## config.mk

```make
export PLATFORM = sky130hd
export DESIGN_NAME = clkcfg_i2c_top
export DESIGN_NICKNAME = d
export VERILOG_FILES = /design/src/rtl/clkcfg_pkg.sv /design/src/rtl/i2c_line_cond.sv /design/src/rtl/i2c_tgt_fsm.sv /design/src/rtl/cfg_regbank.sv /design/src/rtl/clkcfg_i2c_top.sv
export SDC_FILE = /design/constraint.sdc
export NUM_CORES = 1
export LEC_CHECK = 0
export CAP_MARGIN = 20
export CORE_MARGIN = 2
export CORE_UTILIZATION = 30
export CTS_CLUSTER_DIAMETER = 50
export DETAILED_ROUTE_END_ITERATION = 16
export MAX_ROUTING_LAYER = met4
export PLACE_DENSITY = 0.47
export SKIP_LAST_GASP = 1
export SYNTH_ARGS = -nofsm -noshare
export SYNTH_HDL_FRONTEND = slang
export SYNTH_SLANG_ARGS = --single-unit
export TNS_END_PERCENT = 1
```

## constraint.sdc

```tcl
create_clock -name clk -period 4.4 [get_ports clk]
set_clock_uncertainty 0.15 [all_clocks]
set_input_delay 0.88 -clock clk [delete_from_list [all_inputs] [get_ports clk]]
set_output_delay 0.88 -clock clk [all_outputs]
set_load 0.05 [all_outputs]
```

## src/rtl/clkcfg_pkg.sv

```systemverilog
package clkcfg_pkg;
  localparam int unsigned DW = 8;
  localparam logic [5:0] DEV_ADDR_HI = 6'b010011;

  localparam logic [7:0] IX_INPUT = 8'h00;
  localparam logic [7:0] IX_LOOP  = 8'h01;
  localparam logic [7:0] IX_FBLO  = 8'h02;
  localparam logic [7:0] IX_FBHI  = 8'h03;
  localparam logic [7:0] IX_PHOFS = 8'h04;
  localparam logic [7:0] IX_PHCTL = 8'h05;
  localparam logic [7:0] IX_OUTEN = 8'h06;
  localparam logic [7:0] IX_OSC   = 8'h07;
  localparam logic [7:0] IX_CMD   = 8'h08;
  localparam logic [7:0] IX_VER   = 8'h10;
  localparam logic [7:0] IX_REV   = 8'h11;
  localparam logic [7:0] IX_STAT  = 8'h12;

  localparam logic [7:0] RV_INPUT = 8'h41;
  localparam logic [7:0] RV_LOOP  = 8'h00;
  localparam logic [7:0] RV_FBLO  = 8'hFF;
  localparam logic [7:0] RV_FBHI  = 8'h0F;
  localparam logic [7:0] RV_PHOFS = 8'h00;
  localparam logic [7:0] RV_PHCTL = 8'h03;
  localparam logic [7:0] RV_OUTEN = 8'h00;
  localparam logic [7:0] RV_OSC   = 8'h80;

  localparam logic [7:0] ID_VER = 8'h17;
  localparam logic [7:0] ID_REV = 8'h01;

  localparam logic [3:0] KEY_LOOP  = 4'h5;
  localparam logic [3:0] KEY_PHASE = 4'hA;

  typedef enum logic [3:0] {
    ST_IDLE, ST_ADDR, ST_AACK, ST_IDX, ST_IACK,
    ST_WDAT, ST_WACK, ST_RDAT, ST_RACK
  } tgt_state_e;
endpackage

```

## src/rtl/i2c_line_cond.sv

```systemverilog
module i2c_line_cond #(
  parameter int STAGES = 2
) (
  input  logic clk,
  input  logic rst_n,
  input  logic scl_in,
  input  logic sda_in,
  output logic sda_s,
  output logic scl_rise,
  output logic scl_fall,
  output logic start_det,
  output logic stop_det
);
  localparam int NLINES = 2;

  logic [NLINES-1:0] raw;
  logic [NLINES-1:0] synced;
  logic [NLINES-1:0] prev_q;

  assign raw = {sda_in, scl_in};

  for (genvar l = 0; l < NLINES; l++) begin : g_line
    logic [STAGES-1:0] pipe_q;
    always_ff @(posedge clk or negedge rst_n) begin
      if (!rst_n) pipe_q <= '1;
      else        pipe_q <= {pipe_q[STAGES-2:0], raw[l]};
    end
    assign synced[l] = pipe_q[STAGES-1];
  end

  always_ff @(posedge clk or negedge rst_n) begin
    if (!rst_n) prev_q <= '1;
    else        prev_q <= synced;
  end

  logic scl_s, scl_d, sda_d;
  assign scl_s = synced[0];
  assign sda_s = synced[1];
  assign scl_d = prev_q[0];
  assign sda_d = prev_q[1];

  assign scl_rise  = scl_s & ~scl_d;
  assign scl_fall  = ~scl_s & scl_d;
  assign start_det = scl_s & scl_d & sda_d & ~sda_s;
  assign stop_det  = scl_s & scl_d & ~sda_d & sda_s;
endmodule

```

## src/rtl/i2c_tgt_fsm.sv

```systemverilog
module i2c_tgt_fsm
  import clkcfg_pkg::*;
(
  input  logic          clk,
  input  logic          rst_n,
  input  logic          strap,
  input  logic          sda_s,
  input  logic          scl_rise,
  input  logic          scl_fall,
  input  logic          start_det,
  input  logic          stop_det,
  input  logic [DW-1:0] rd_data,
  output logic [DW-1:0] rd_idx,
  output logic          wr_en,
  output logic [DW-1:0] wr_idx,
  output logic [DW-1:0] wr_data,
  output logic          sda_oe
);
  tgt_state_e    st_q, st_n;
  logic [3:0]    bc_q, bc_n;
  logic [DW-1:0] sh_q, sh_n;
  logic [DW-1:0] idx_q, idx_n;
  logic          rw_q, rw_n;
  logic          oe_q, oe_n;
  logic          hack_q, hack_n;

  always_comb begin
    st_n   = st_q;
    bc_n   = bc_q;
    sh_n   = sh_q;
    idx_n  = idx_q;
    rw_n   = rw_q;
    oe_n   = oe_q;
    hack_n = hack_q;
    wr_en  = 1'b0;
    if (stop_det) begin
      st_n = ST_IDLE;
      oe_n = 1'b0;
    end else if (start_det) begin
      st_n = ST_ADDR;
      bc_n = 4'd0;
      oe_n = 1'b0;
    end else begin
      case (st_q)
        ST_ADDR, ST_IDX, ST_WDAT: begin
          if (scl_rise && bc_q < 4'd8) begin
            sh_n = {sh_q[DW-2:0], sda_s};
            bc_n = bc_q + 4'd1;
          end else if (scl_fall && bc_q == 4'd8) begin
            bc_n = 4'd0;
            if (st_q == ST_ADDR) begin
              if (sh_q[7:1] == {DEV_ADDR_HI, strap}) begin
                st_n = ST_AACK;
                oe_n = 1'b1;
                rw_n = sh_q[0];
              end else begin
                st_n = ST_IDLE;
              end
            end else if (st_q == ST_IDX) begin
              idx_n = sh_q;
              st_n  = ST_IACK;
              oe_n  = 1'b1;
            end else begin
              wr_en = 1'b1;
              idx_n = idx_q + 8'd1;
              st_n  = ST_WACK;
              oe_n  = 1'b1;
            end
          end
        end
        ST_AACK, ST_IACK, ST_WACK: begin
          if (scl_fall) begin
            bc_n = 4'd0;
            if (st_q == ST_AACK && rw_q) begin
              st_n = ST_RDAT;
              sh_n = rd_data;
              oe_n = ~rd_data[7];
            end else begin
              oe_n = 1'b0;
              st_n = (st_q == ST_AACK) ? ST_IDX : ST_WDAT;
            end
          end
        end
        ST_RDAT: begin
          if (scl_rise) begin
            bc_n = bc_q + 4'd1;
          end else if (scl_fall) begin
            if (bc_q == 4'd8) begin
              oe_n  = 1'b0;
              idx_n = idx_q + 8'd1;
              st_n  = ST_RACK;
            end else begin
              sh_n = {sh_q[DW-2:0], 1'b0};
              oe_n = ~sh_q[6];
            end
          end
        end
        ST_RACK: begin
          if (scl_rise) begin
            hack_n = ~sda_s;
          end else if (scl_fall) begin
            if (hack_q) begin
              st_n = ST_RDAT;
              sh_n = rd_data;
              oe_n = ~rd_data[7];
              bc_n = 4'd0;
            end else begin
              st_n = ST_IDLE;
            end
          end
        end
        default: ;
      endcase
    end
  end

  always_ff @(posedge clk or negedge rst_n) begin
    if (!rst_n) begin
      st_q   <= ST_IDLE;
      bc_q   <= 4'd0;
      sh_q   <= '0;
      idx_q  <= '0;
      rw_q   <= 1'b0;
      oe_q   <= 1'b0;
      hack_q <= 1'b0;
    end else begin
      st_q   <= st_n;
      bc_q   <= bc_n;
      sh_q   <= sh_n;
      idx_q  <= idx_n;
      rw_q   <= rw_n;
      oe_q   <= oe_n;
      hack_q <= hack_n;
    end
  end

  assign rd_idx  = idx_q;
  assign wr_idx  = idx_q;
  assign wr_data = sh_q;
  assign sda_oe  = oe_q;


  oe_state_chk: assert property (@(posedge clk) disable iff (!rst_n)
    oe_q |-> (st_q inside {ST_AACK, ST_IACK, ST_WACK, ST_RDAT}));

  oe_scl_low_chk: assert property (@(posedge clk) disable iff (!rst_n)
    !$stable(oe_q) |-> $past(scl_fall || start_det || stop_det));

  addr_match_chk: assert property (@(posedge clk) disable iff (!rst_n)
    (st_q == ST_AACK && $past(st_q) == ST_ADDR) |-> ($past(sh_q[7:1]) == {DEV_ADDR_HI, strap}));

  idx_step_chk: assert property (@(posedge clk) disable iff (!rst_n)
    wr_en |=> (idx_q == $past(idx_q) + 8'd1));
endmodule

```

## src/rtl/cfg_regbank.sv

```systemverilog
module cfg_regbank
  import clkcfg_pkg::*;
(
  input  logic          clk,
  input  logic          rst_n,
  input  logic          wr_en,
  input  logic [DW-1:0] wr_idx,
  input  logic [DW-1:0] wr_data,
  input  logic [DW-1:0] rd_idx,
  output logic [DW-1:0] rd_data,
  input  logic          pll_locked,
  input  logic          dpa_locked,
  output logic [DW-1:0] in_ctrl,
  output logic [DW-1:0] loop_ctrl,
  output logic [11:0]   fb_div,
  output logic [DW-1:0] phase_ofs,
  output logic [DW-1:0] phase_ctrl,
  output logic [DW-1:0] out_en,
  output logic [DW-1:0] osc_ctl,
  output logic          pll_pulse,
  output logic          dpa_pulse
);
  logic [DW-1:0] in_q, loop_sh, fblo_sh, fbhi_sh, phofs_q, phctl_sh, outen_q, osc_q;
  logic [DW-1:0] loop_w, fblo_w, phctl_w;
  logic [3:0]    fbhi_w;
  logic          pll_q, dpa_q;

  logic en_in, en_loop, en_fblo, en_fbhi, en_phofs, en_phctl, en_outen, en_osc;
  logic cmd_wr, go_loop, go_phase;

  always_comb begin
    en_in    = wr_en && (wr_idx == IX_INPUT);
    en_loop  = wr_en && (wr_idx == IX_LOOP);
    en_fblo  = wr_en && (wr_idx == IX_FBLO);
    en_fbhi  = wr_en && (wr_idx == IX_FBHI);
    en_phofs = wr_en && (wr_idx == IX_PHOFS);
    en_phctl = wr_en && (wr_idx == IX_PHCTL);
    en_outen = wr_en && (wr_idx == IX_OUTEN);
    en_osc   = wr_en && (wr_idx == IX_OSC);
    cmd_wr   = wr_en && (wr_idx == IX_CMD);
    go_loop  = cmd_wr && (wr_data[7:4] == KEY_LOOP);
    go_phase = cmd_wr && (wr_data[3:0] == KEY_PHASE);
  end

  always_ff @(posedge clk or negedge rst_n) begin
    if (!rst_n) begin
      in_q     <= RV_INPUT;
      loop_sh  <= RV_LOOP;
      fblo_sh  <= RV_FBLO;
      fbhi_sh  <= RV_FBHI;
      phofs_q  <= RV_PHOFS;
      phctl_sh <= RV_PHCTL;
      outen_q  <= RV_OUTEN;
      osc_q    <= RV_OSC;
    end else begin
      if (en_in)    in_q     <= wr_data;
      if (en_loop)  loop_sh  <= wr_data;
      if (en_fblo)  fblo_sh  <= wr_data;
      if (en_fbhi)  fbhi_sh  <= wr_data;
      if (en_phofs) phofs_q  <= wr_data;
      if (en_phctl) phctl_sh <= wr_data;
      if (en_outen) outen_q  <= wr_data;
      if (en_osc)   osc_q    <= wr_data;
    end
  end

  always_ff @(posedge clk or negedge rst_n) begin
    if (!rst_n) begin
      loop_w  <= RV_LOOP;
      fblo_w  <= RV_FBLO;
      fbhi_w  <= RV_FBHI[3:0];
      phctl_w <= RV_PHCTL;
      pll_q   <= 1'b0;
      dpa_q   <= 1'b0;
    end else begin
      pll_q <= go_loop;
      dpa_q <= go_phase;
      if (go_loop) begin
        loop_w <= loop_sh;
        fblo_w <= fblo_sh;
        fbhi_w <= fbhi_sh[3:0];
      end
      if (go_phase) phctl_w <= phctl_sh;
    end
  end

  always_comb begin
    case (rd_idx)
      IX_INPUT: rd_data = in_q;
      IX_LOOP:  rd_data = loop_sh;
      IX_FBLO:  rd_data = fblo_sh;
      IX_FBHI:  rd_data = fbhi_sh;
      IX_PHOFS: rd_data = phofs_q;
      IX_PHCTL: rd_data = phctl_sh;
      IX_OUTEN: rd_data = outen_q;
      IX_OSC:   rd_data = osc_q;
      IX_VER:   rd_data = ID_VER;
      IX_REV:   rd_data = ID_REV;
      IX_STAT:  rd_data = {6'd0, pll_locked, dpa_locked};
      default:  rd_data = '0;
    endcase
  end

  assign in_ctrl    = in_q;
  assign loop_ctrl  = loop_w;
  assign fb_div     = {fbhi_w, fblo_w};
  assign phase_ofs  = phofs_q;
  assign phase_ctrl = phctl_w;
  assign out_en     = outen_q;
  assign osc_ctl    = osc_q;
  assign pll_pulse  = pll_q;
  assign dpa_pulse  = dpa_q;


  loop_copy_chk: assert property (@(posedge clk) disable iff (!rst_n)
    pll_q |-> (loop_w == loop_sh && fblo_w == fblo_sh && fbhi_w == fbhi_sh[3:0]));

  loop_hold_chk: assert property (@(posedge clk) disable iff (!rst_n)
    !pll_q |-> ($stable(loop_w) && $stable(fblo_w) && $stable(fbhi_w)));

  phase_copy_chk: assert property (@(posedge clk) disable iff (!rst_n)
    dpa_q |-> (phctl_w == phctl_sh));

  phase_hold_chk: assert property (@(posedge clk) disable iff (!rst_n)
    !dpa_q |-> $stable(phctl_w));

  strobe_src_chk: assert property (@(posedge clk) disable iff (!rst_n)
    (pll_q || dpa_q) |-> $past(wr_en && wr_idx == IX_CMD));

  strobe_width_chk: assert property (@(posedge clk) disable iff (!rst_n)
    pll_q |=> !pll_q);
endmodule

```

## src/rtl/clkcfg_i2c_top.sv

```systemverilog
module clkcfg_i2c_top
  import clkcfg_pkg::*;
#(
  parameter int SYNC_STAGES = 2
) (
  input  logic          clk,
  input  logic          rst_n,
  input  logic          scl_i,
  input  logic          sda_i,
  output logic          sda_oe,
  input  logic          addr_strap,
  input  logic          pll_locked,
  input  logic          dpa_locked,
  output logic [7:0]    in_ctrl,
  output logic [7:0]    loop_ctrl,
  output logic [11:0]   fb_div,
  output logic [7:0]    phase_ofs,
  output logic [7:0]    phase_ctrl,
  output logic [7:0]    out_en,
  output logic [7:0]    osc_ctl,
  output logic          pll_rst_pulse,
  output logic          dpa_rst_pulse
);
  logic          sda_s, scl_rise, scl_fall, start_det, stop_det;
  logic [DW-1:0] rd_data, rd_idx, wr_idx, wr_data;
  logic          wr_en;

  i2c_line_cond #(.STAGES(SYNC_STAGES)) u_cond (
    .clk(clk), .rst_n(rst_n), .scl_in(scl_i), .sda_in(sda_i),
    .sda_s(sda_s), .scl_rise(scl_rise), .scl_fall(scl_fall),
    .start_det(start_det), .stop_det(stop_det)
  );

  i2c_tgt_fsm u_fsm (
    .clk(clk), .rst_n(rst_n), .strap(addr_strap), .sda_s(sda_s),
    .scl_rise(scl_rise), .scl_fall(scl_fall),
    .start_det(start_det), .stop_det(stop_det),
    .rd_data(rd_data), .rd_idx(rd_idx), .wr_en(wr_en),
    .wr_idx(wr_idx), .wr_data(wr_data), .sda_oe(sda_oe)
  );

  cfg_regbank u_regs (
    .clk(clk), .rst_n(rst_n), .wr_en(wr_en), .wr_idx(wr_idx),
    .wr_data(wr_data), .rd_idx(rd_idx), .rd_data(rd_data),
    .pll_locked(pll_locked), .dpa_locked(dpa_locked),
    .in_ctrl(in_ctrl), .loop_ctrl(loop_ctrl), .fb_div(fb_div),
    .phase_ofs(phase_ofs), .phase_ctrl(phase_ctrl), .out_en(out_en),
    .osc_ctl(osc_ctl), .pll_pulse(pll_rst_pulse), .dpa_pulse(dpa_rst_pulse)
  );
endmodule

```

## Word level (Yosys, flattened, before mapping)

Cells that the tools add are included.

- Register bits after elaboration: 127
- Bits of input ports: 7
- Output and inout port bits: 63
- Word-level logic and storage cells: 190

- $add $sub $neg: 2
- Order comparisons: 1
- Equal/unequal tests: 52
- Mux-type cells: 67
- Bitwise logic cells: 16
- Reduce and logical (&&, ||, !) cells: 28

Operators with widths:

| kind | number |
|---|---|
| $mux 8 | 16 |
| $pmux 8 s11 | 1 |
| $mux 4 | 20 |
| $eq 8x3->1 const B | 4 |
| $pmux 4 s4 | 2 |
| $pmux 8 s4 | 1 |
| $eq 8x5->1 const B | 3 |
| $ne 4x3->1 const B | 6 |
| $mux 1 | 21 |
| $eq 4x3->1 const B | 5 |
| $reduce_and 9->1 | 2 |
| $eq 8x2->1 const B | 2 |
| $ne 2x1->1 const B | 8 |
| $pmux 8 s2 | 1 |
| $logic_and 1x1->1 | 14 |
| $eq 4x4->1 const B | 3 |
| $ne 3x2->1 const B | 4 |
| $ne 4x4->1 const B | 3 |
| $reduce_and 12->1 | 1 |
| $ne 2x2->1 const B | 5 |
| $reduce_and 10->1 | 1 |
| $not 1->1 | 9 |
| $add 8x1->8 const B | 1 |
| $eq 4x2->1 const B | 2 |
| other kinds (22) | 31 |

## Longest topological paths before layout

Gate-level depths: netlist of the first run.

- Depth in word-level cells: 10
- Gate-level depth with buffers: 9
- Depth with buffers taken out: 7

## By module

Synthesis of the first run repeated with hierarchy kept, for this count alone.

- Cells, all modules: 550
- Area, all modules: 6,493.7 µm²

By module, submodules not included:

| module | instances | cells an instance | area each (µm²) | seq. area each (µm²) |
|---|---|---|---|---|
| cfg_regbank | 1 | 316 | 4,385.5 | 2,391.0 |
| i2c_tgt_fsm | 1 | 224 | 1,918.1 | 675.6 |
| i2c_line_cond | 1 | 10 | 190.2 | 157.7 |

## Worst setup path before layout of the first run

No wires, ideal clock.

- Path type: reg2reg
- Start: reg u_fsm.idx_q[0] (netlist: u_fsm.rd_idx[0])
- End: reg u_regs.loop_w[0] (netlist: u_regs.loop_ctrl[0])
- Setup time: 125 ps
- Arrival time: 2,072 ps
- Data required time: 4,125 ps
- Setup slack: 2,054 ps
- Stages on the path, launching flop included: 8
- Path buffers: 2
- Clock period less this slack: 2,346 ps
- Path through: dfrtp_1 -> inv_1 -> ha_1 -> clkbuf_1 -> nand4b_1 -> nor4_1 -> buf_4 -> mux2_2

- Word-level cells in the longest chain between the ends: 3

RTL lines:

| item | RTL line | RTL |
|---|---|---|
| start, declared | i2c_tgt_fsm.sv:22 | `logic [DW-1:0] idx_q, idx_n;` |
| start signal, assigned | i2c_tgt_fsm.sv:130 | `idx_q <= idx_n;` |
| $eq 8x4->1 | cfg_regbank.sv:40 | `cmd_wr = wr_en && (wr_idx == IX_CMD);` |
| $logic_and 1x1->1 | cfg_regbank.sv:40 |  |
| $logic_and 1x1->1 | cfg_regbank.sv:41 | `go_loop = cmd_wr && (wr_data[7:4] == KEY_LOOP);` |
| end signal, assigned | cfg_regbank.sv:79 | `loop_w <= loop_sh;` |
| end, declared | cfg_regbank.sv:24 | `logic [DW-1:0] loop_w, fblo_w, phctl_w;` |

No other way between the ends.
A chain may end at the register's enable or synchronous reset.

## Final worst setup path of the first run

- Start: reg u_fsm.st_q[0]
- End: reg u_regs.phctl_w[5] (netlist: u_regs.phase_ctrl[5])

- Word-level cells in the longest chain between the ends: 10
- Elaborated cells on any way between the ends: 13
- Those cells by class: eq/ne: 3; mux: 7; reduce/logical: 3

RTL lines:

| item | RTL line | RTL |
|---|---|---|
| start, declared | i2c_tgt_fsm.sv:19 | `tgt_state_e st_q, st_n;` |
| start signal, assigned | i2c_tgt_fsm.sv:127 | `st_q <= st_n;` |
| $eq 4x2->1 | i2c_tgt_fsm.sv:44, i2c_tgt_fsm.sv:59 |  |
| $mux 1 | i2c_tgt_fsm.sv:59 | `end else if (st_q == ST_IDX) begin` |
| $mux 1 | i2c_tgt_fsm.sv:51 | `if (st_q == ST_ADDR) begin` |
| $mux 1 | i2c_tgt_fsm.sv:49 | `end else if (scl_fall && bc_q == 4'd8) begin` |
| $mux 1 | i2c_tgt_fsm.sv:46 | `if (scl_rise && bc_q < 4'd8) begin` |
| $mux 1 (*) | i2c_tgt_fsm.sv:44 | `case (st_q)` |
| $mux 1 (*) | i2c_tgt_fsm.sv:39 | `end else if (start_det) begin` |
| $mux 1 (*) | i2c_tgt_fsm.sv:36 | `if (stop_det) begin` |
| $logic_and 1x1->1 (*) | cfg_regbank.sv:40 |  |
| $logic_and 1x1->1 (*) | cfg_regbank.sv:42 | `go_phase = cmd_wr && (wr_data[3:0] == KEY_PHASE);` |
| end signal, assigned | cfg_regbank.sv:83 | `if (go_phase) phctl_w <= phctl_sh;` |
| end, declared | cfg_regbank.sv:24 |  |

Every way passes the cells marked *; elsewhere a longest branch is shown, timed or not.

==> key figures, run 1 <==
Final layout
  – Final core occ: 37.7%
  – # fillers: between 2000 and 2500
  – Final net count: 610
  – Antenna Cells: 0
  – Synth-to-Final Area Change: 24.5%
  – Final instance area: 7880 sq um
  – Layout cell share with drive strength beyond 1: between 30% and 40%

Yosys
  – Top cells by count, synth: mux2_2 (110), dfrtp_1 (90), dfstp_2 (37)
  – Synth warnings: 0
  – Syn_nets: roughly 550
  – Number of synthesized flops with an enable pin: 0
  – Post-synthesis cell count: between 500 and 600
  – Seq cells post-synth: roughly 130
  – Netlist Area Pre-Place: approximately 6300 sq um
  – Largest cells by area after synthesis: dfrtp_1 (36%), mux2_2 (20%), dfstp_2 (15%)
  – Async SR Flop Fraction: 100%
  – Register area share after synthesis: 50.9%
  – Synth area leader: dfrtp_1
  – Synthesized area per cell: about 12 sq um
  – Area share of the largest cell type after synthesis: a little over a third
  – Count of different cell masters after synthesis: 64
  – Ys flop type: dfrtp_1
  – Most common cell in the netlist: mux2_2

STA
  – Crit share post-route: a little under two thirds
  – Final min period: about 2.8 ns
  – TNS Setup: 0 ns
  – RSZ-0062 raised after global routing: false
  – Fin worst setup slack: about 1.6 ns
  – Final hold vios: 0
  – Max-slew headroom at the worst pin: around a third
  – Slew at the pin closest to its max-slew limit: 0.993 ns
  – Final Max Tran Viols: 0
  – Fmax: about 360 MHz
  – Final setup fails: 0

Floorplan
  – Die width: around 150 microns
  – Cell row count: 53
  – Die area: between 20000 and 25000 sq um
  – Die H: roughly 150 microns
  – Starting Density: 30.3%
  – CORE AREA: 20900 sq um
  – # IOs: 70

Routing
  – DR iter-0 viols: about 300
  – Drt total wl: ~18000 microns
  – Via-to-Cell Ratio: 5.22
  – Final antenna-violating net count: 0
  – Via count: 4619
  – Remaining DRCs: 0
  – DR WL/cell: 20.3 microns
  – Drt first pass iters: 5

Power and ir drop
  – Sw Share: a little over a third
  – Int Pwr: 2.31 mW
  – Switching power: between 1 and 1.5 mW
  – P per Cell Area: 449 nW/um^2
  – Sequential fraction of design power: approximately 42%
  – Tot Pwr: between 3 and 4 mW
  – Logic gate share of total power: between 10% and 20%
  – Clk network pwr share: roughly two fifths
  – P_leak: around 3.4 nW
  – Maximum vdd drop: roughly 0.28 mV

GRT
  – Tot GR Track Use: between 15 and 20%
  – Largest net degree at the start of global routing: 64
  – GRT overflow: 0
  – Initial antenna violation count: 0
  – First-pass GRT wire length: roughly 29000 microns
  – Vias in the first global route: around 5000

CTS
  – Hold buffers post-CTS: 0
  – TritonCTS Sinks: around 130
  – Setup repair bufs after CTS: 0
  – CTS clk-pin slew, worst paths: 0.06 ns
  – H-tree levels: 4
  – Root Buffer: clkbuf_16
  – Max Buffers Root-to-Sink: 2
  – CTS tree: built
  – Post-CTS Resized: 0
  – Later-pin clock latency in the skew report: 0.42 ns
  – Num CTS Buffers: 17

Place
  – Port bufs: 69
  – Pre-CTS setup slack: between 1.5 and 2 ns
  – Hpwl dp: roughly 12000 microns
  – Routability Congestion: roughly 0.86
  – Placed Area: approximately 7300 sq um

Critical path
  – Worst Path Required: roughly 4.6 ns
  – CP arrival: about 3 ns
  – Crit Path Class: flop to flop
  – Crit start category: flop
  – Crit. End Element: flop
  – CP max FO: 22

Status
  – Status: complete, no violations

Run
  – Max-Cap Viols: 0

Min path
  – Hold WC Path Type: flop to flop
worst paths after layout:
| check | from | end | slack [ns] | cells past startpoint |
|---|---|---|---|---|
| min reg2reg | u_cond.g_line[1].pipe_q[0] | u_cond.g_line[1].pipe_q[1] | 0.21 | 0 |
| max | u_fsm.st_q[0] | u_regs.phase_ctrl[5] | 1.59 | 5 |
| max reg2reg | u_fsm.st_q[0] | u_regs.phase_ctrl[5] | 1.59 | 5 |
| min | u_cond.g_line[1].pipe_q[0] | u_cond.g_line[1].pipe_q[1] | 0.21 | 0 |
| min in group asynchronous | rst_n | u_fsm.rd_idx[1] | 0.34 | 1 |
| max in group asynchronous | rst_n | u_regs.fblo_sh[4] | 2.90 | 2 |
stage by stage:
stage	hold WS (ns)	instances
after detailed placement	0.201	853
after global placement	0.199	853
after CTS	0.210	885
after global routing	0.210	885
after floorplan	0.195	539
final	0.207	885
cell usage in the layout (no fill, tap or decap), types with 5 or more instances in the layout:
cell type	synthesis	routed
a21oi_1	36	36
dfstp_2	37	37
dfrtp_1	90	90
nor2_1	17	17
nand3_1	14	14
o21ai_0	20	20
ha_1	6	6
a22oi_1	12	12
nor3_1	5	5
clkdlybuf4s50_1	0	68
o211ai_1	5	5
clkbuf_16	0	18
inv_1	11	11
a221oi_1	5	5
mux2_2	110	110
buf_4	3	7
nand2_1	33	33
o22ai_1	9	9
nand2b_1	8	8
a31oi_1	5	5
critical path, stage by stage, from the launching register on:
cell and delay, ns:
dfrtp_1 0.74, nand2b_1 0.19, a21oi_1 0.30, nand2_1 0.20, nor4_4 0.70, mux2_2 0.41
layer usage:
layer  part of all wire, %  global-route usage [%]  routed length [microns]  vias to the layer above
met5                     0                       -                        0                        -
met4                   2.2                    5.33                      391                        0
met3                   4.6                    3.33                      823                       29
met2                    49                    27.9                     8830                      128
met1                    44                    22.6                     7880                     2345
li1                      -                       -                        -                     2117
layout make-up:
class	count	area (sq um)	share of cell area (%)
clock buffer	19	464	5.89
clock inverter	13	141	1.79
inverter	11	41.3	0.524
multi-input combinational	364	2910	37.0
sequential	127	3220	40.9
tap	275	344	4.37
timing repair buffer	76	753	9.56
power by group through the flow:
stage | combinational, mW | clock, mW | sequential (mW)
after detailed placement | 0.612 | 0 | 1.51
after global routing | 0.676 | 1.53 | 1.51
after global placement | 0.609 | 0 | 1.51
after floorplan | 0.527 | 0 | 1.31
final | 0.613 | 1.44 | 1.49
after CTS | 0.616 | 1.47 | 1.49
cells by family after synthesis:
family,after synthesis,synth area share [%]
simple gates,125,11.9
xor+xnor,2,0.277
buf+inv,48,3.14
fa+ha+maj,6,1.19
compound gates,117,12.3
flops,127,50.9
mux,114,20.3
registers in the layout (all words and copies together), names as in the netlist, 8 cells and up:
| signal | count |
|---|---|
| u_regs.osc_ctl | 8 |
| u_regs.loop_sh | 8 |
| u_regs.fblo_w | 8 |
| u_regs.fbhi_sh | 8 |
| u_regs.fblo_sh | 8 |
| u_regs.in_ctrl | 8 |
| u_fsm.rd_idx | 8 |
| u_regs.out_en | 8 |
| u_regs.loop_ctrl | 8 |
| u_regs.phctl_sh | 8 |
| u_regs.phase_ofs | 8 |
| u_fsm.wr_data | 8 |
| u_regs.phase_ctrl | 8 |
Note: power is estimated with default switching activity, not from simulation.
==> run 2, diff against run 1 <==
Clock period 4.4 ns to 2.7 ns, I/O delays scaled along.
==> run 2 against run 1 <==
  * Register-to-register slack worse by 1.3 ns
  * Power up 69%
  * Global-route usage rose by 0.30 points
  * Sequential share of layout area fell by 1.2 points
  * Die area unchanged
  * First-iteration DRC count shrank 15%
  * Combinational power rose by 130%
  * Core utilization is 1.2 points higher
  * Sequential cell count did not move
  * Via count rose by 2.5%
  * Final area increased by 3.1%
  * Largest cell class unchanged
  * Largest power group is now the clock network
==> key figures, run 2 (synthesis results as in run 1) <==
Status
  – Status: complete, no violations

Critical path
  – Slowest stage cell, crit path: clkdlybuf4s50_1
  – Crit-path cells: clkdlybuf4s50_1
  – Crit. End Element: output pin
  – Buf/Inv on CP: 1 (+1)
  – Crit Path Class: flop to output pin
  – Largest delay share family, worst path: buffers and inverters
  – CP arrival: 1.78 ns (-1.18 ns)
  – Crit start category: flop
  – Worst Path Required: 2.01 ns (-2.54 ns)
  – CP max FO: 3 (-86%)
  – CP peak stage delay: 0.80 ns (+0.06 ns)

Final layout
  – # fillers: 2028 (-1.3%)
  – Final core occ: 38.9% (+1.2 points)
  – Non-Filler Instances: 912 (+3.1%)
  – Antenna Cells: 0 (unchanged)
  – Synth-to-Final Area Change: 28.4%
  – Most frequent cells in the layout: mux2_2 (110), dfrtp_1 (90), clkdlybuf4s50_1 (68), dfstp_2 (37), a21oi_1 (36)
  – Layout cell share with drive strength beyond 1: 37.0% (+2.6 points)
  – Most common cell after layout, fill and taps aside: mux2_2
  – Final net count: 637 (+4.4%)

Power and ir drop
  – Switching power: 2.05 mW (+66%)
  – Tot Pwr: 5.99 mW (+69%)
  – P_leak: 3.53 nW (+4.6%)
  – Clk network pwr share: 40.3% (-0.3 points)
  – Sw Share: 34.2% (-0.62 points)
  – Logic gate share of total power: 23.3% (+6.0 points)
  – Maximum vdd drop: 0.458 mV (+66%)
  – P per Cell Area: 737 nW/um^2 (+64%)
  – Int Pwr: 3.94 mW (+71%)
  – Sequential fraction of design power: 36.4% (-5.7 points)

Routing
  – DR iter-0 viols: 253 (-15%)
  – Drt total wl: 18200 microns (+1.7%)
  – Drt first pass iters: 7 (+2)
  – Final antenna-violating net count: 0 (unchanged)
  – Remaining DRCs: 0 (unchanged)
  – DR WL/cell: 20.0 microns (-1.3%)
  – Via count: 4734 (+2.5%)
  – Via-to-Cell Ratio: 5.19 (-0.54%)

GRT
  – GRT overflow: 0 (unchanged)
  – Vias in the first global route: 4993 (+2.4%)
  – Initial antenna violation count: 0 (unchanged)
  – Tot GR Track Use: 17.8% (+0.30 points)
  – First-pass GRT wire length: 29000 microns (+0.55%)
  – Largest net degree at the start of global routing: 56 (-13%)

STA
  – Crit share post-route: between 90% and 100%
  – Max-slew headroom at the worst pin: 58.0% (+24 points)
  – Slew at the pin closest to its max-slew limit: 0.630 ns (-0.363 ns)
  – Fmax: 404 MHz
  – Final Max Tran Viols: 0 (unchanged)
  – Final hold vios: 0 (unchanged)
  – Final min period: around 2.5 ns
  – Final setup fails: 0 (unchanged)
  – TNS Setup: 0 ns (unchanged)
  – Fin worst setup slack: 0.226 ns (-1.36 ns)
  – RSZ-0062 raised after global routing: false

Place
  – Hpwl dp: 13100 microns (+8.7%)
  – Port bufs: 69 (unchanged)
  – Placed cell count: 879 (+3.0%)
  – Routability Congestion: 0.827 (-4.1%)
  – Pre-CTS setup slack: 0.167 ns (-1.35 ns)

Min path
  – Hold WC Path Type: flop to flop

CTS
  – Later-pin clock latency in the skew report: 0.43 ns (about the same)
  – H-tree levels: 4 (unchanged)
  – CTS clk-pin slew, worst paths: 0.06 ns (about the same)
  – Num CTS Buffers: 17 (unchanged)
  – CTS tree: built
  – Root Buffer: clkbuf_16
  – TritonCTS Sinks: 127 (unchanged)
  – Max Buffers Root-to-Sink: 2 (unchanged)

Floorplan
  – Die H: 149 microns (unchanged)
  – Die width: 149 microns (unchanged)
  – # IOs: 70 (unchanged)
  – Cell row count: 53 (unchanged)
  – Die area: 22300 sq um (unchanged)
  – Starting Density: 30.3% (unchanged)
  – CORE AREA: 20900 sq um (unchanged)

Run
  – Max-Cap Viols: 0 (unchanged)
-- run 2: cell types whose count changed in the layout (fill, tap and decap cells not counted), moves of 2 or more --
cell | before | now
buf_4 | 7 | 31
buf_12 | 1 | 3
clkinv_8 | 0 | 2
clkinvlp_4 | 3 | 1
-- run 2: metal layers --
metal | vias to the layer above | global-route usage, % | wire (microns)
li1 | 2171 | - | -
met2 | 147 | 28.6 | 9070
met3 | 33 | 3.27 | 687
met4 | 0 | 7.19 | 516
met5 | - | - | 0
met1 | 2383 | 22.1 | 7970
-- run 2: area by class of cell --
type	count	area, sq um	share of cell area [%]
Sequential cell	127	3220	39.7
Clock buffer	17	425	5.23
Inverter	11	41.3	0.508
Tap cell	275	344	4.23
Clock inverter	15	196	2.42
Multi-Input combinational cell	364	2910	35.8
Timing Repair Buffer	103	983	12.1
-- run 2: what timing repair did --
item | in CTS | in global routing
hold buffers | 1 | 0
hold endpoints to repair | 7 | 0
setup buffers | 0 | 0
gates resized for setup | 0 | 0
setup endpoints to repair | 0 | 0
-- run 2: path summary, 6_finish.rpt --
check                                                start                    endpoint  slack [ns]  cells after the start
worst min-delay path            u_cond.g_line[1].pipe_q[0]  u_cond.g_line[1].pipe_q[1]        0.21                      0
worst min register to register  u_cond.g_line[1].pipe_q[0]  u_cond.g_line[1].pipe_q[1]        0.21                      0
min in group asynchronous                            rst_n                u_fsm.hack_q        0.54                      2
max in group asynchronous                            rst_n           u_regs.fblo_sh[1]        1.12                      3
worst max register to register               u_fsm.st_q[0]           u_regs.osc_ctl[6]        0.25                      5
worst max-delay path                     u_regs.in_ctrl[6]                  in_ctrl[6]        0.23                      1
-- run 2: stage by stage --
step	hold slack [ns]	instance area, sq um
after global placement	0.198	7500
after global routing	0.216	8130
after floorplan	0.0944	6330
after CTS	0.207	8130
final	0.205	8130
after detailed placement	0.197	7500
-- run 2: power by group through the flow --
stage               clock (mW)  sequential (mW)  combinational, mW
floorplan                    0             2.14              0.858
global placement             0             2.21               1.37
detailed placement           0             2.21               1.38
CTS                       2.47             2.17               1.39
global route              2.57             2.20               1.51
finish                    2.41             2.18               1.40
==> run 3, diff against run 2 <==
Settings changed: CORE_UTILIZATION 30 to 31, PLACE_DENSITY 0.47 to 0.48.
==> run 3 against run 2 <==
  * Final cell count decreased by 0.33%
  * Final area about the same
  * Via count increased by 1.1%
  * Highest routed layer unchanged
  * Worst hold slack better by 0.0027 ns
  * Sequential cell count unchanged
  * Critical path type is now flop to flop
  * Combinational power grew 4%
  * Critical endpoint is now u_fsm.wr_data[5]
  * Fmax shrank 0.22%
==> key figures, run 3 (synthesis results as in run 1) <==
Critical path
  – Worst Path Required: 2.84 ns (+0.83 ns)
  – CP max FO: 9 (+6)
  – Register-to-Register Setup Slack: 0.22 ns (-0.03 ns)
  – Crit Path Class: flop to flop
  – R2R Path Start: u_fsm.rd_idx[1]
  – Crit. End Element: flop
  – Crit path launch: u_fsm.rd_idx[1]
  – Crit start category: flop
  – CP arrival: 2.62 ns (+0.84 ns)

Min path
  – Hold Startpoint: u_cond.g_line[0].pipe_q[0]
  – Hold WC Path Type: flop to flop

CTS
  – Max Buffers Root-to-Sink: 2 (unchanged)
  – CTS clk-pin slew, worst paths: 0.06 ns (about the same)
  – Root Buffer: clkbuf_16
  – Hold buffers post-CTS: 1 (unchanged)
  – Setup repair bufs after CTS: 0 (unchanged)
  – Post-CTS Resized: 0 (unchanged)
  – CTS tree: built
  – H-tree levels: 4 (unchanged)
  – Num CTS Buffers: 17 (unchanged)
  – TritonCTS Sinks: 127 (unchanged)
  – Later-pin clock latency in the skew report: 0.41 ns (-0.02 ns)

Run
  – Max-Cap Viols: 0 (unchanged)

Routing
  – Drt first pass iters: 4 (-3)
  – DR WL/cell: 19.7 microns (-1.5%)
  – Via-to-Cell Ratio: 5.27 (+1.4%)
  – Final antenna-violating net count: 0 (unchanged)
  – Drt total wl: 17900 microns (-1.8%)
  – Via count: 4786 (+1.1%)
  – DR iter-0 viols: 268 (+5.9%)
  – Remaining DRCs: 0 (unchanged)

Final layout
  – Synth-to-Final Area Change: 28.5% (about the same)
  – # fillers: 1911 (-5.8%)
  – Final net count: 639 (+0.31%)
  – Most common cell after layout, fill and taps aside: mux2_2
  – Seq. cell area: 3220 sq um (unchanged)
  – Multi-input gate area: 2910 sq um (unchanged)
  – Final instance area: 8130 sq um (about the same)
  – Layout cell share with drive strength beyond 1: 37.2% (+0.20 points)
  – Most frequent cells in the layout: mux2_2 (110), dfrtp_1 (90), clkdlybuf4s50_1 (68), dfstp_2 (37), a21oi_1 (36)
  – Antenna Cells: 0 (unchanged)

GRT
  – Initial antenna violation count: 0 (unchanged)
  – GRT overflow: 0 (unchanged)
  – Vias in the first global route: 4831 (-3.2%)
  – Largest net degree at the start of global routing: 51 (-8.9%)
  – First-pass GRT wire length: 28000 microns (-3.5%)
  – Tot GR Track Use: 17.2% (-0.54 points)

Floorplan
  – Die H: 147 microns (-1.6%)
  – CORE AREA: 20100 sq um (-3.8%)
  – Starting Density: 31.5% (+1.2 points)
  – Die width: 147 microns (-1.6%)
  – Die area: 21600 sq um (-3.1%)
  – Cell row count: 52 (-1.9%)
  – # IOs: 70 (unchanged)

STA
  – Max-slew headroom at the worst pin: 56.3% (-1.7 points)
  – Final Max Tran Viols: 0 (unchanged)
  – Fin Hold WS: 0.208 ns (+0.00266 ns)
  – Fmax: 403 MHz (-0.22%)
  – TNS Setup: 0 ns (unchanged)
  – RSZ-0062 raised after global routing: false
  – Final hold vios: 0 (unchanged)
  – Crit share post-route: 91.8% (+0.20 points)
  – Final setup fails: 0 (unchanged)
  – Final min period: 2.48 ns (+0.00551 ns)
  – Slew at the pin closest to its max-slew limit: 0.656 ns (+0.0251 ns)

Place
  – Placed Area: 7520 sq um (+0.28%)
  – Routability Congestion: 0.873 (+5.6%)
  – Hpwl dp: 12700 microns (-3.2%)
  – Port bufs: 69 (unchanged)

Power and ir drop
  – Maximum vdd drop: 0.475 mV (+3.7%)
  – P per Cell Area: 734 nW/um^2 (-0.45%)
  – P_leak: 3.54 nW (+0.25%)

Status
  – Status: complete, no violations
[run 3: cell types whose count changed in the layout (fill, tap and decap cells not counted), sizes merged]
cell / previous run / this run
buf: 34 / 36
inv: 20 / 22
bufinv: 2 / 1
clkinvlp: 1 / 0
[run 3: final cells by class]
cell class	instances	area share, %
inverters	11	0.508
flip-flops and latches	127	39.6
repair buffers	105	12.4
multi-input cells	364	35.8
clock buffers	17	5.23
well taps	270	4.15
clock inverters	15	2.22
[run 3: critical path, stage by stage, from the launching register on]
cell,delay [ns]
dfrtp_1,0.39
buf_4,0.15
ha_1,0.32
buf_4,0.25
buf_4,0.15
a22oi_1,0.20
a21oi_1,0.10
a221oi_1,0.25
o21ai_0,0.12
mux2_2,0.28
[run 3: report_power, final]
| part | switching, mW | leakage [nW] | internal (mW) | total (mW) |
|---|---|---|---|---|
| sequential | 0.140 | 1.61 | 2.02 | 2.16 |
| combinational | 0.933 | 1.63 | 0.528 | 1.46 |
| clock | 1.01 | 0.299 | 1.33 | 2.34 |
| total | 2.08 | 3.54 | 3.88 | 5.97 |
[run 3: worst paths after layout]
check	end	cells after the start
max in group asynchronous	u_regs.fbhi_w[0]	3
max reg2reg	u_fsm.wr_data[5]	9
min in group asynchronous	u_fsm.rd_idx[1]	2
min reg2reg	u_cond.g_line[0].pipe_q[1]	0
min	u_cond.g_line[0].pipe_q[1]	0
max	u_fsm.wr_data[5]	9
[run 3: per-stage QoR]
stage / utilization, % / power [mW] / setup slack [ns] / instances
2_1_floorplan: - / 2.99 / 0.354 / 539
3_3_place_gp: 37.4 / 3.62 / 0.293 / 876
3_5_place_dp: 37.4 / 3.64 / 0.253 / 876
4_1_cts: 40.5 / 6.02 / 0.207 / 909
5_1_grt: 40.5 / 6.25 / 0.0728 / 909
6_report: 40.5 / 5.97 / 0.220 / 909
[run 3: per-layer routing]
metal  vias up  share of wire [%]  track usage (%)
met3        19                3.8             3.42
met1      2420                 44             22.0
met4         0                1.3             3.89
met5         -                  0                -
met2       175                 50             28.5
li1       2172                  -                -
